### src/rtl/ilv_pwm_pkg.sv
package ilv_pwm_pkg;

  // slave reload offset: floor(idx * prd / nph)
  function automatic logic [31:0] phase_offset(input logic [31:0] prd,
                                               input int unsigned idx,
                                               input int unsigned nph);
    return (prd * idx) / nph;
  endfunction

endpackage

### src/rtl/ilv_master_tb.sv
module ilv_master_tb #(
  parameter int CNT_W = 16
) (
  input  logic             clk_i,
  input  logic             rst_ni,
  input  logic [CNT_W-1:0] period_i,
  output logic             sync_o
);

  logic [CNT_W-1:0] cnt_q;

  // sync_o is registered alongside the wrap, so it is high while cnt_q == 0
  always_ff @(posedge clk_i or negedge rst_ni) begin
    if (!rst_ni) begin
      cnt_q  <= '0;
      sync_o <= 1'b0;
    end else if (cnt_q >= period_i) begin
      cnt_q  <= '0;
      sync_o <= 1'b1;
    end else begin
      cnt_q  <= cnt_q + 1'b1;
      sync_o <= 1'b0;
    end
  end

endmodule

### src/rtl/ilv_phase_tb.sv
module ilv_phase_tb #(
  parameter int CNT_W = 16
) (
  input  logic             clk_i,
  input  logic             rst_ni,
  input  logic [CNT_W-1:0] period_i,
  input  logic [CNT_W-1:0] offset_i,
  input  logic             sync_i,
  input  logic [CNT_W-1:0] cmpa_i,
  input  logic [CNT_W-1:0] cmpb_i,
  output logic             raw_o,
  output logic             soc_o,
  output logic [CNT_W-1:0] cnt_o,
  output logic [CNT_W-1:0] cmpa_act_o
);

  logic [CNT_W-1:0] cnt_q, act_q;
  logic             armed_q, hit;

  // sync arrives while master is 0, so load offset+1 to track master+offset
  always_ff @(posedge clk_i or negedge rst_ni) begin
    if (!rst_ni)               cnt_q <= '0;
    else if (sync_i)           cnt_q <= offset_i + 1'b1;
    else if (cnt_q >= period_i) cnt_q <= '0;
    else                       cnt_q <= cnt_q + 1'b1;
  end

  always_ff @(posedge clk_i or negedge rst_ni) begin
    if (!rst_ni)                 act_q <= '0;
    else if (cnt_q == period_i)  act_q <= cmpa_i;
  end

  assign raw_o = (act_q >= period_i) || (cnt_q < act_q);

  assign hit = armed_q && (cnt_q == cmpb_i);

  always_ff @(posedge clk_i or negedge rst_ni) begin
    if (!rst_ni) begin
      armed_q <= 1'b1;
      soc_o   <= 1'b0;
    end else begin
      soc_o <= hit;
      if (cnt_q == period_i) armed_q <= 1'b1;
      else if (hit)          armed_q <= 1'b0;
    end
  end

  assign cnt_o      = cnt_q;
  assign cmpa_act_o = act_q;

endmodule

### src/rtl/ilv_deadband.sv
module ilv_deadband #(
  parameter int DB_CYC = 15
) (
  input  logic clk_i,
  input  logic rst_ni,
  input  logic raw_i,
  output logic hs_o,
  output logic ls_o
);

  localparam int DW = (DB_CYC < 1) ? 1 : $clog2(DB_CYC + 1);
  localparam logic [DW-1:0] DB_V = DW'(DB_CYC);

  logic          raw_q;
  logic [DW-1:0] dly_q;
  logic          settled;

  // dly_q counts clocks since the last raw edge, saturating at DB_V
  always_ff @(posedge clk_i or negedge rst_ni) begin
    if (!rst_ni) begin
      raw_q <= 1'b0;
      dly_q <= '0;
    end else begin
      raw_q <= raw_i;
      if (raw_i != raw_q)  dly_q <= '0;
      else if (dly_q != DB_V) dly_q <= dly_q + 1'b1;
    end
  end

  assign settled = (dly_q == DB_V);
  assign hs_o    = raw_q & settled;
  assign ls_o    = ~raw_q & settled;

endmodule

### src/rtl/ilv_pwm3.sv
module ilv_pwm3
  import ilv_pwm_pkg::*;
#(
  parameter int N_PH   = 3,
  parameter int CNT_W  = 16,
  parameter int DB_CYC = 15
) (
  input  logic                  clk_i,
  input  logic                  rst_ni,
  input  logic [CNT_W-1:0]      period_i,
  input  logic [N_PH*CNT_W-1:0] cmpa_i,
  input  logic [N_PH*CNT_W-1:0] cmpb_i,
  output logic                  sync_o,
  output logic [N_PH-1:0]       hs_o,
  output logic [N_PH-1:0]       ls_o,
  output logic [N_PH-1:0]       soc_o
);

  logic                  sync;
  logic [N_PH-1:0]       raw;
  logic [N_PH*CNT_W-1:0] slv_cnt;
  logic [N_PH*CNT_W-1:0] cmpa_act;

  ilv_master_tb #(.CNT_W(CNT_W)) u_master (
    .clk_i   (clk_i),
    .rst_ni  (rst_ni),
    .period_i(period_i),
    .sync_o  (sync)
  );

  for (genvar k = 0; k < N_PH; k++) begin : g_ph
    logic [CNT_W-1:0] offset;

    assign offset = CNT_W'(phase_offset(32'(period_i), k, N_PH));

    ilv_phase_tb #(.CNT_W(CNT_W)) u_phase (
      .clk_i     (clk_i),
      .rst_ni    (rst_ni),
      .period_i  (period_i),
      .offset_i  (offset),
      .sync_i    (sync),
      .cmpa_i    (cmpa_i[k*CNT_W +: CNT_W]),
      .cmpb_i    (cmpb_i[k*CNT_W +: CNT_W]),
      .raw_o     (raw[k]),
      .soc_o     (soc_o[k]),
      .cnt_o     (slv_cnt[k*CNT_W +: CNT_W]),
      .cmpa_act_o(cmpa_act[k*CNT_W +: CNT_W])
    );

    ilv_deadband #(.DB_CYC(DB_CYC)) u_db (
      .clk_i (clk_i),
      .rst_ni(rst_ni),
      .raw_i (raw[k]),
      .hs_o  (hs_o[k]),
      .ls_o  (ls_o[k])
    );
  end

  assign sync_o = sync;

endmodule

### config.mk
export PLATFORM = sky130hd
export DESIGN_NAME = ilv_pwm3
export DESIGN_NICKNAME = d
export VERILOG_FILES = /design/src/rtl/ilv_pwm_pkg.sv /design/src/rtl/ilv_master_tb.sv /design/src/rtl/ilv_phase_tb.sv /design/src/rtl/ilv_deadband.sv /design/src/rtl/ilv_pwm3.sv
export SDC_FILE = /design/constraint.sdc
export NUM_CORES = 1
export LEC_CHECK = 0
export BUFFER_PORTS_ARGS = -buffer_cell sky130_fd_sc_hd__buf_4
export CAP_MARGIN = 20
export CORE_ASPECT_RATIO = 0.7
export CORE_MARGIN = 8
export CORE_UTILIZATION = 25
export CTS_BUF_LIST = sky130_fd_sc_hd__clkbuf_4 sky130_fd_sc_hd__clkbuf_8 sky130_fd_sc_hd__clkbuf_16
export DETAILED_ROUTE_END_ITERATION = 7
export SLEW_MARGIN = 20
export SYNTH_ARGS = -nofsm -noshare
export SYNTH_HDL_FRONTEND = slang
export SYNTH_SLANG_ARGS = --single-unit
export TNS_END_PERCENT = 30
### constraint.sdc
create_clock -name clk_i -period 4.2 [get_ports clk_i]
set_input_delay 1.26 -clock clk_i [delete_from_list [all_inputs] [get_ports clk_i]]
set_output_delay 1.26 -clock clk_i [all_outputs]
set_load 0.02 [all_outputs]
==> metrics.yaml, run 1 <==
critical_path:
  cp_slowest_cell: "or3_4"
  reg2reg_depth: 21
  crit_end: "g_ph[1].u_phase.cnt_o[14]$_DFF_PN0_"
  worstSetupEndpointType: "register"
  rrSetupSlack_ns: 0.23
  cp-startpoint: "period_i[15]"
  critPathArrivalTime_ns: 7.41
  worstPathRequired_ns: 4.56
  critPathLaunchType: "input pin"
  cp_common_cell: "buf_6"
  path_max_fanout: 5
  cpPeakStageDelay_ns: 0.40
  path_class: "in -> reg"
  worstReg2RegStart: "g_ph[2].u_phase.cmpa_act_o[0]$_DFFE_PN0P_"
  reg2reg_to: "g_ph[2].u_db.dly_q[3]$_DFFE_PN0P_"
placed_design:
  portBuffers: 123
  gp_congestion: 0.942
  placed_area_sq_mm: 0.0193
  dp_hpwl_um: 44900
cts:
  clock-sinks: 134
  h-tree-depth: 4
  clk_pin_slew_worst_paths_ns: 0.07
  cts_root_buffer: "clkbuf_16"
  cts_tree: "built"
  cts_hold_buf: 0
  clock_latency_ns: 0.44
  cts_buffer_depth: 2
  cts_buffers: 17
die:
  fp-row-count: 75
  die_h_um: 221
  die-width_um: 309
  dieArea_sq_mm: 0.0682
  core_region_area_sq_mm: 0.0596
  start_util: 0.252
  pin_count: 124
synth:
  syn_nets: 2134
  synthFlopType: "dfrtp_1"
  netlist_area_sq_mm: 0.0150
  synthArstFlopShare: 1.00
  postSynthAreaPerCell_sq_um: 8.11
  synth_seq_cells: 134
  ys_seq_area_frac: 0.224
  synth-edff-count: 0
  ys_warn_count: 0
  synth_cell_types: 117
  synthCells: 1851
global_routing:
  antenna_found_initial: 2
  overflow: 0
  grt_pass1_vias: 16153
  groute.usage.overall: 0.164
  grt_max_degree: 68
  grt_first_pass_wirelength_um: 90200
run_status:
  violations: "negative setup slack"
  run_status: "complete, but fails checks"
timing:
  post-route-min-period_ns: 7.04
  fin_worst_skew_ns: 0.0169
  slew_viol_final: 0
  hold_viol_final: 0
  rsz0062_at_grt: "true"
  post-route-period-util: 1.68
  setup_violations: 44
  tns_ns: -77.42
  worstMarginPinSlew_ns: 0.868
  relSlewSlack: 0.421
  holdWs_ns: 0.474
  max_freq_mhz: 142
  setup_ws_ns: -2.84
routing:
  antenna_left: 0
  vias: 16208
  drtPass1Iterations: 5
  drc: 0
  drtIter0Drc: 1437
  wl_per_cell_um: 18.7
  viasPerCell: 5.19
  routed_wl_um: 58300
power:
  leakage_nw: 10.1
  ir_drop_mv: 0.237
  powerDensity_mw_per_mm2: 352
  power_mw: 7.63
cells_and_area:
  area_delta_synth_final_pct: 44.2
  antenna_cells: 0
  finish.instance_area_sq_mm: 0.0216
  utilization: 0.363
  nets: 2587
  drive_gt1_frac: 0.344
min_path:
  worst_hold_path.num_cells: 2
  hold_path.class: "reg -> reg"
flow_run:
  cap_violations: 0
-- cell usage after synthesis, types with 5 or more instances --
library cell  number  area share
nand2_1          175       0.044
ha_1             169        0.14
nor2_1           145       0.036
dfrtp_1          131        0.22
o21ai_0          112       0.037
xnor2_1           99       0.058
a21o_1            97       0.049
inv_1             87       0.022
nand3_1           80       0.027
a21oi_1           78       0.026
clkbuf_1          66       0.017
xor2_1            45       0.026
nand4_1           44       0.018
nor3_1            43       0.014
nand2b_1          28       0.012
o22ai_1           25       0.010
o211ai_1          24       0.012
nor4_1            23      0.0096
and3_1            22      0.0092
a211oi_1          20       0.010
nor2b_1           19      0.0079
a31oi_1           16      0.0067
and2_1            14      0.0058
buf_4             14      0.0070
o31ai_1           14      0.0070
o21a_1            13      0.0065
o21ai_1           12      0.0040
buf_2             11      0.0037
o2111ai_1         11      0.0064
a211o_1            9      0.0053
buf_6              8      0.0060
or3_1              8      0.0033
mux2i_1            7      0.0047
o221ai_1           7      0.0041
a221oi_1           6      0.0035
a22oi_1            6      0.0030
mux2_2             6      0.0045
o31a_1             6      0.0035
or4_1              6      0.0030
buf_1              5      0.0013
-- logic make-up (layout without fill, tap and decap cells) --
kind of cell,after synthesis,after routing,synth area share
and+or+nand+nor,647,647,0.214
buffers and inverters,195,659,0.0572
muxes,14,14,0.0107
AOI/OAI and AO/OA,545,547,0.266
xor gates and xnor gates,146,146,0.0866
DFF,134,134,0.224
adders and majority gates,170,170,0.142
-- report_power, final --
part / internal [mW] / switching, mW / leakage (nW) / total [mW]
logic: 2.05 / 2.08 / 8.27 / 4.13
registers: 1.52 / 0.408 / 1.51 / 1.93
clock network: 0.899 / 0.668 / 0.285 / 1.57
total: 4.47 / 3.15 / 10.1 / 7.63
-- registers in the layout (all words and copies together) (netlist names) --
signal                   count
g_ph.u_phase.cnt_o          48
g_ph.u_db.dly_q             12
g_ph.u_db.raw_q              3
g_ph.u_phase.soc_o           3
u_master.cnt_q              16
g_ph.u_phase.armed_q         3
g_ph.u_phase.cmpa_act_o     48
u_master.sync_o              1
-- worst max-delay path, delay by kind of cell --
family | cells | cell delay (ns)
adders and majority gates | 2 | 0.40
AOI/OAI and AO/OA | 11 | 2.63
and+or+nand+nor | 11 | 1.97
xor gates and xnor gates | 2 | 0.26
buffers and inverters | 8 | 0.90
-- worst min-delay path by stage --
stage                                             start                                   to
finish              g_ph[1].u_phase.armed_q$_DFFE_PN1P_  g_ph[1].u_phase.armed_q$_DFFE_PN1P_
global route        g_ph[1].u_phase.armed_q$_DFFE_PN1P_  g_ph[1].u_phase.armed_q$_DFFE_PN1P_
CTS                 g_ph[2].u_phase.armed_q$_DFFE_PN1P_  g_ph[2].u_phase.armed_q$_DFFE_PN1P_
detailed placement  g_ph[1].u_phase.armed_q$_DFFE_PN1P_  g_ph[1].u_phase.armed_q$_DFFE_PN1P_
global placement    g_ph[0].u_phase.armed_q$_DFFE_PN1P_  g_ph[0].u_phase.armed_q$_DFFE_PN1P_
floorplan           g_ph[0].u_phase.armed_q$_DFFE_PN1P_  g_ph[0].u_phase.armed_q$_DFFE_PN1P_
-- per-stage QoR --
step	cells	worst slack, ns
after global routing	3125	-3.08
after global placement	3020	-3.38
after floorplan	1851	-3.36
after detailed placement	3020	-3.60
after CTS	3103	-2.56
final	3125	-2.84
-- routing by layer --
metal  part of all wire  track usage
met1               0.46        0.229
met2               0.43        0.245
met3              0.085       0.0470
met4              0.024       0.0411
met5                  0            0
-- cell usage in the layout (no fill, tap or decap), types with 12 or more instances in the layout --
| cell type | netlist | layout |
|---|---|---|
| buf_6 | 8 | 36 |
| nor3_1 | 43 | 36 |
| nor2_1 | 145 | 133 |
| xnor2_1 | 99 | 87 |
| a21oi_1 | 78 | 67 |
| a31oi_1 | 16 | 13 |
| o21ai_1 | 12 | 19 |
| o22ai_1 | 25 | 21 |
| nor2b_1 | 19 | 18 |
| nand2_1 | 175 | 163 |
| inv_1 | 87 | 83 |
| clkbuf_16 | 0 | 17 |
| nor2_2 | 3 | 12 |
| nand3_1 | 80 | 76 |
| a21o_1 | 97 | 97 |
| and3_1 | 22 | 20 |
| o21ai_0 | 112 | 96 |
| dfrtp_1 | 131 | 131 |
| o211ai_1 | 24 | 24 |
| buf_4 | 14 | 488 |
| nor4_1 | 23 | 12 |
| xor2_1 | 45 | 45 |
| and2_1 | 14 | 12 |
| nand4_1 | 44 | 44 |
| nand2b_1 | 28 | 24 |
| ha_1 | 169 | 160 |
-- layout make-up --
class / count / area (sq um)
timing repair buffer: 536 / 4270
clock inverter: 14 / 164
fill: 6079 / 38000
multi-input combinational: 1524 / 12100
tap: 808 / 1010
sequential: 134 / 3360
inverter: 91 / 348
clock buffer: 18 / 433
-- repair_timing --
item	in CTS	in global routing
endpoints found under the setup margin	64	64
gates cloned	2	1
pin swaps	86	79
buffers inserted	50	28
resized for setup	151	91
No activity file was read; power rests on OpenSTA's default activity.
==> inputs of run 2 (changes only) <==
CORE_UTILIZATION = 29   (was 25)
SLEW_MARGIN = 25   (was 20)
==> metrics.yaml, run 2 (synthesis gave the netlist of run 1 again) <==
routing:
  vias: 16041  # -1.0%
  drtIter0Drc: 1258  # -12%
  antenna_left: 0  # unchanged
  drc: 0  # unchanged
  drtPass1Iterations: 5  # unchanged
  wl_per_cell_um: 19.1  # +2.5%
  viasPerCell: 5.40  # +4.0%
  routed_wl_um: 56800  # -2.5%
cts:
  h-tree-depth: 4  # unchanged
  clock_latency_ns: 0.43  # about the same
  cts_hold_buf: 0  # unchanged
  cts_tree: "built"
  clk_pin_slew_worst_paths_ns: 0.06  # about the same
  cts_buffer_depth: 2  # unchanged
  clock-sinks: 134  # unchanged
  cts_buffers: 17  # unchanged
  cts_root_buffer: "clkbuf_16"
global_routing:
  groute.usage.overall: 0.188  # +0.0239
  grt_pass1_vias: 15998  # -0.96%
  overflow: 0  # unchanged
  antenna_found_initial: 2  # unchanged
  grt_first_pass_wirelength_um: 89200  # -1.1%
  grt_max_degree: 87  # +28%
timing:
  worstMarginPinSlew_ns: 0.865  # -0.00287 ns
  slew_viol_final: 0  # unchanged
  fin_worst_skew_ns: 0.00823  # -0.00864 ns
  post-route-min-period_ns: 6.93  # -0.110 ns
  hold_viol_final: 0  # unchanged
  relSlewSlack: 0.423  # +0.00191
  rsz0062_at_grt: "true"
  max_freq_mhz: 144  # +1.6%
  setup_ws_ns: -2.73  # +0.110 ns
  setup_violations: 64  # +45%
  post-route-period-util: 1.65  # -0.0261
  tns_ns: -90.92  # -13.50 ns
critical_path:
  path_class: "in -> reg"
  critPathLaunchType: "input pin"
  cp_slowest_cell: "or3b_4"
  worstSetupEndpointType: "register"
  critPathArrivalTime_ns: 7.27  # -0.14 ns
  worstPathRequired_ns: 4.53  # -0.03 ns
  rrSetupSlack_ns: 0.07  # -0.16 ns
  path_max_fanout: 12  # +7
  cpPeakStageDelay_ns: 0.42  # +0.02 ns
cells_and_area:
  area_delta_synth_final_pct: 39.2
  finish.instance_area_sq_mm: 0.0209  # -3.5%
  final_cell_mix: "492 x buf_4, 166 x nand2_1, 164 x ha_1, 141 x nor2_1, 131 x dfrtp_1"
  nets: 2569  # -0.70%
  drive_gt1_frac: 0.322  # -0.0221
  final.fill_count: 5086  # -16%
  seqCellArea_sq_mm: 0.00336  # unchanged
  antenna_cells: 0  # unchanged
  final_common_cell: "buf_4"
  multi_input_area_sq_mm: 0.0116  # -3.3%
  final_cells: 2973  # -4.9%
flow_run:
  cap_violations: 0  # unchanged
power:
  power_frac_seq: 0.251  # -0.002
  p_int_mw: 4.55  # +1.7%
  power_mw: 7.58  # -0.59%
  ir_drop_mv: 0.262  # +11%
  powerDensity_mw_per_mm2: 363  # +3.0%
  leakage_nw: 9.89  # -1.7%
  swShare: 0.400  # -0.0133
  pwr-share-comb: 0.524  # -0.018
  pwr-share-clk: 0.226  # +0.020
  switchingPower_mw: 3.03  # -3.8%
die:
  die_h_um: 206  # -6.6%
  start_util: 0.295  # +0.0428
  die-width_um: 288  # -6.8%
  fp-row-count: 69  # -8.0%
  dieArea_sq_mm: 0.0594  # -13%
  core_region_area_sq_mm: 0.0509  # -15%
  pin_count: 124  # unchanged
min_path:
  hold_path.class: "reg -> reg"
placed_design:
  placed_area_sq_mm: 0.0191  # -0.73%
  dp_slack_ns: -3.56  # +0.0372 ns
  gp_congestion: 0.931  # -1.3%
  dp_hpwl_um: 44300  # -1.3%
  portBuffers: 123  # unchanged
  dp_cells: 2891  # -4.3%
run_status:
  violations: "negative setup slack"
  run_status: "complete, but fails checks"
run 2: changes by cell type in the layout (fill, tap and decap cells not counted), moves of 4 or more:
cell,previous run,this run
buf_6,36,21
nor2_1,133,141
o21ai_0,96,104
o21ai_1,19,11
nor2_2,12,6
ha_4,8,3
a211oi_4,8,4
a21oi_4,7,3
buf_4,488,492
ha_1,160,164
nand2b_1,24,28
nand2b_4,4,0
run 2: metal layers:
layer	global-route usage	routed length, um	up-vias
li1	-	-	7682
met1	0.271	27700	7776
met2	0.277	23700	527
met3	0.0503	4650	54
met4	0.0369	809	2
met5	0	13	-
run 2: power by group through the flow:
| stage | Combinational, mW | Sequential [mW] | Clock [mW] |
|---|---|---|---|
| CTS | 3.79 | 1.89 | 1.73 |
| detailed placement | 3.59 | 1.91 | 0 |
| global placement | 3.50 | 1.90 | 0 |
| finish | 3.97 | 1.90 | 1.71 |
| floorplan | 2.19 | 1.83 | 0 |
| global route | 4.37 | 1.94 | 1.80 |
run 2: worst max-delay path: cells and delay by family:
kind	cells	cell delay, ns
adder cells (fa/ha/maj)	2	0.38
buffers and inverters	8	0.90
XOR/XNOR	2	0.25
AND/OR/NAND/NOR	10	1.79
AO/OA/AOI/OAI	12	2.72
run 2: worst paths after layout:
check	from	end	cells past startpoint
hold / removal	g_ph[0].u_phase.armed_q$_DFFE_PN1P_	g_ph[0].u_phase.armed_q$_DFFE_PN1P_	2
hold reg to reg	g_ph[0].u_phase.armed_q$_DFFE_PN1P_	g_ph[0].u_phase.armed_q$_DFFE_PN1P_	2
setup reg to reg	g_ph[2].u_phase.cmpa_act_o[0]$_DFFE_PN0P_	g_ph[2].u_db.dly_q[2]$_DFFE_PN0P_	21
min in group asynchronous	rst_ni	g_ph[2].u_phase.cmpa_act_o[0]$_DFFE_PN0P_	1
setup / recovery	period_i[14]	g_ph[1].u_phase.cnt_o[10]$_DFF_PN0_	34
max in group asynchronous	rst_ni	g_ph[2].u_phase.cnt_o[10]$_DFF_PN0_	2
run 2: layout make-up:
type	instances	share of cell area
clock inverters	15	0.0114
flip-flops and latches	134	0.161
well taps	674	0.0404
multi-input cells	1524	0.558
clock buffers	17	0.0204
repair buffers	518	0.193
inverters	91	0.0165
run 2: timing repair:
item | in CTS | in global routing
gates resized for setup | 73 | 70
cloned | 1 | 1
pin swaps | 44 | 57
setup endpoints to repair | 64 | 64
buffers inserted | 32 | 24
run 2: metrics by stage:
step / hold WS [ns] / util
floorplan: 0.452 / -
global placement: 0.460 / 0.375
detailed placement: 0.463 / 0.375
CTS: 0.473 / 0.400
global route: 0.508 / 0.410
finish: 0.471 / 0.410
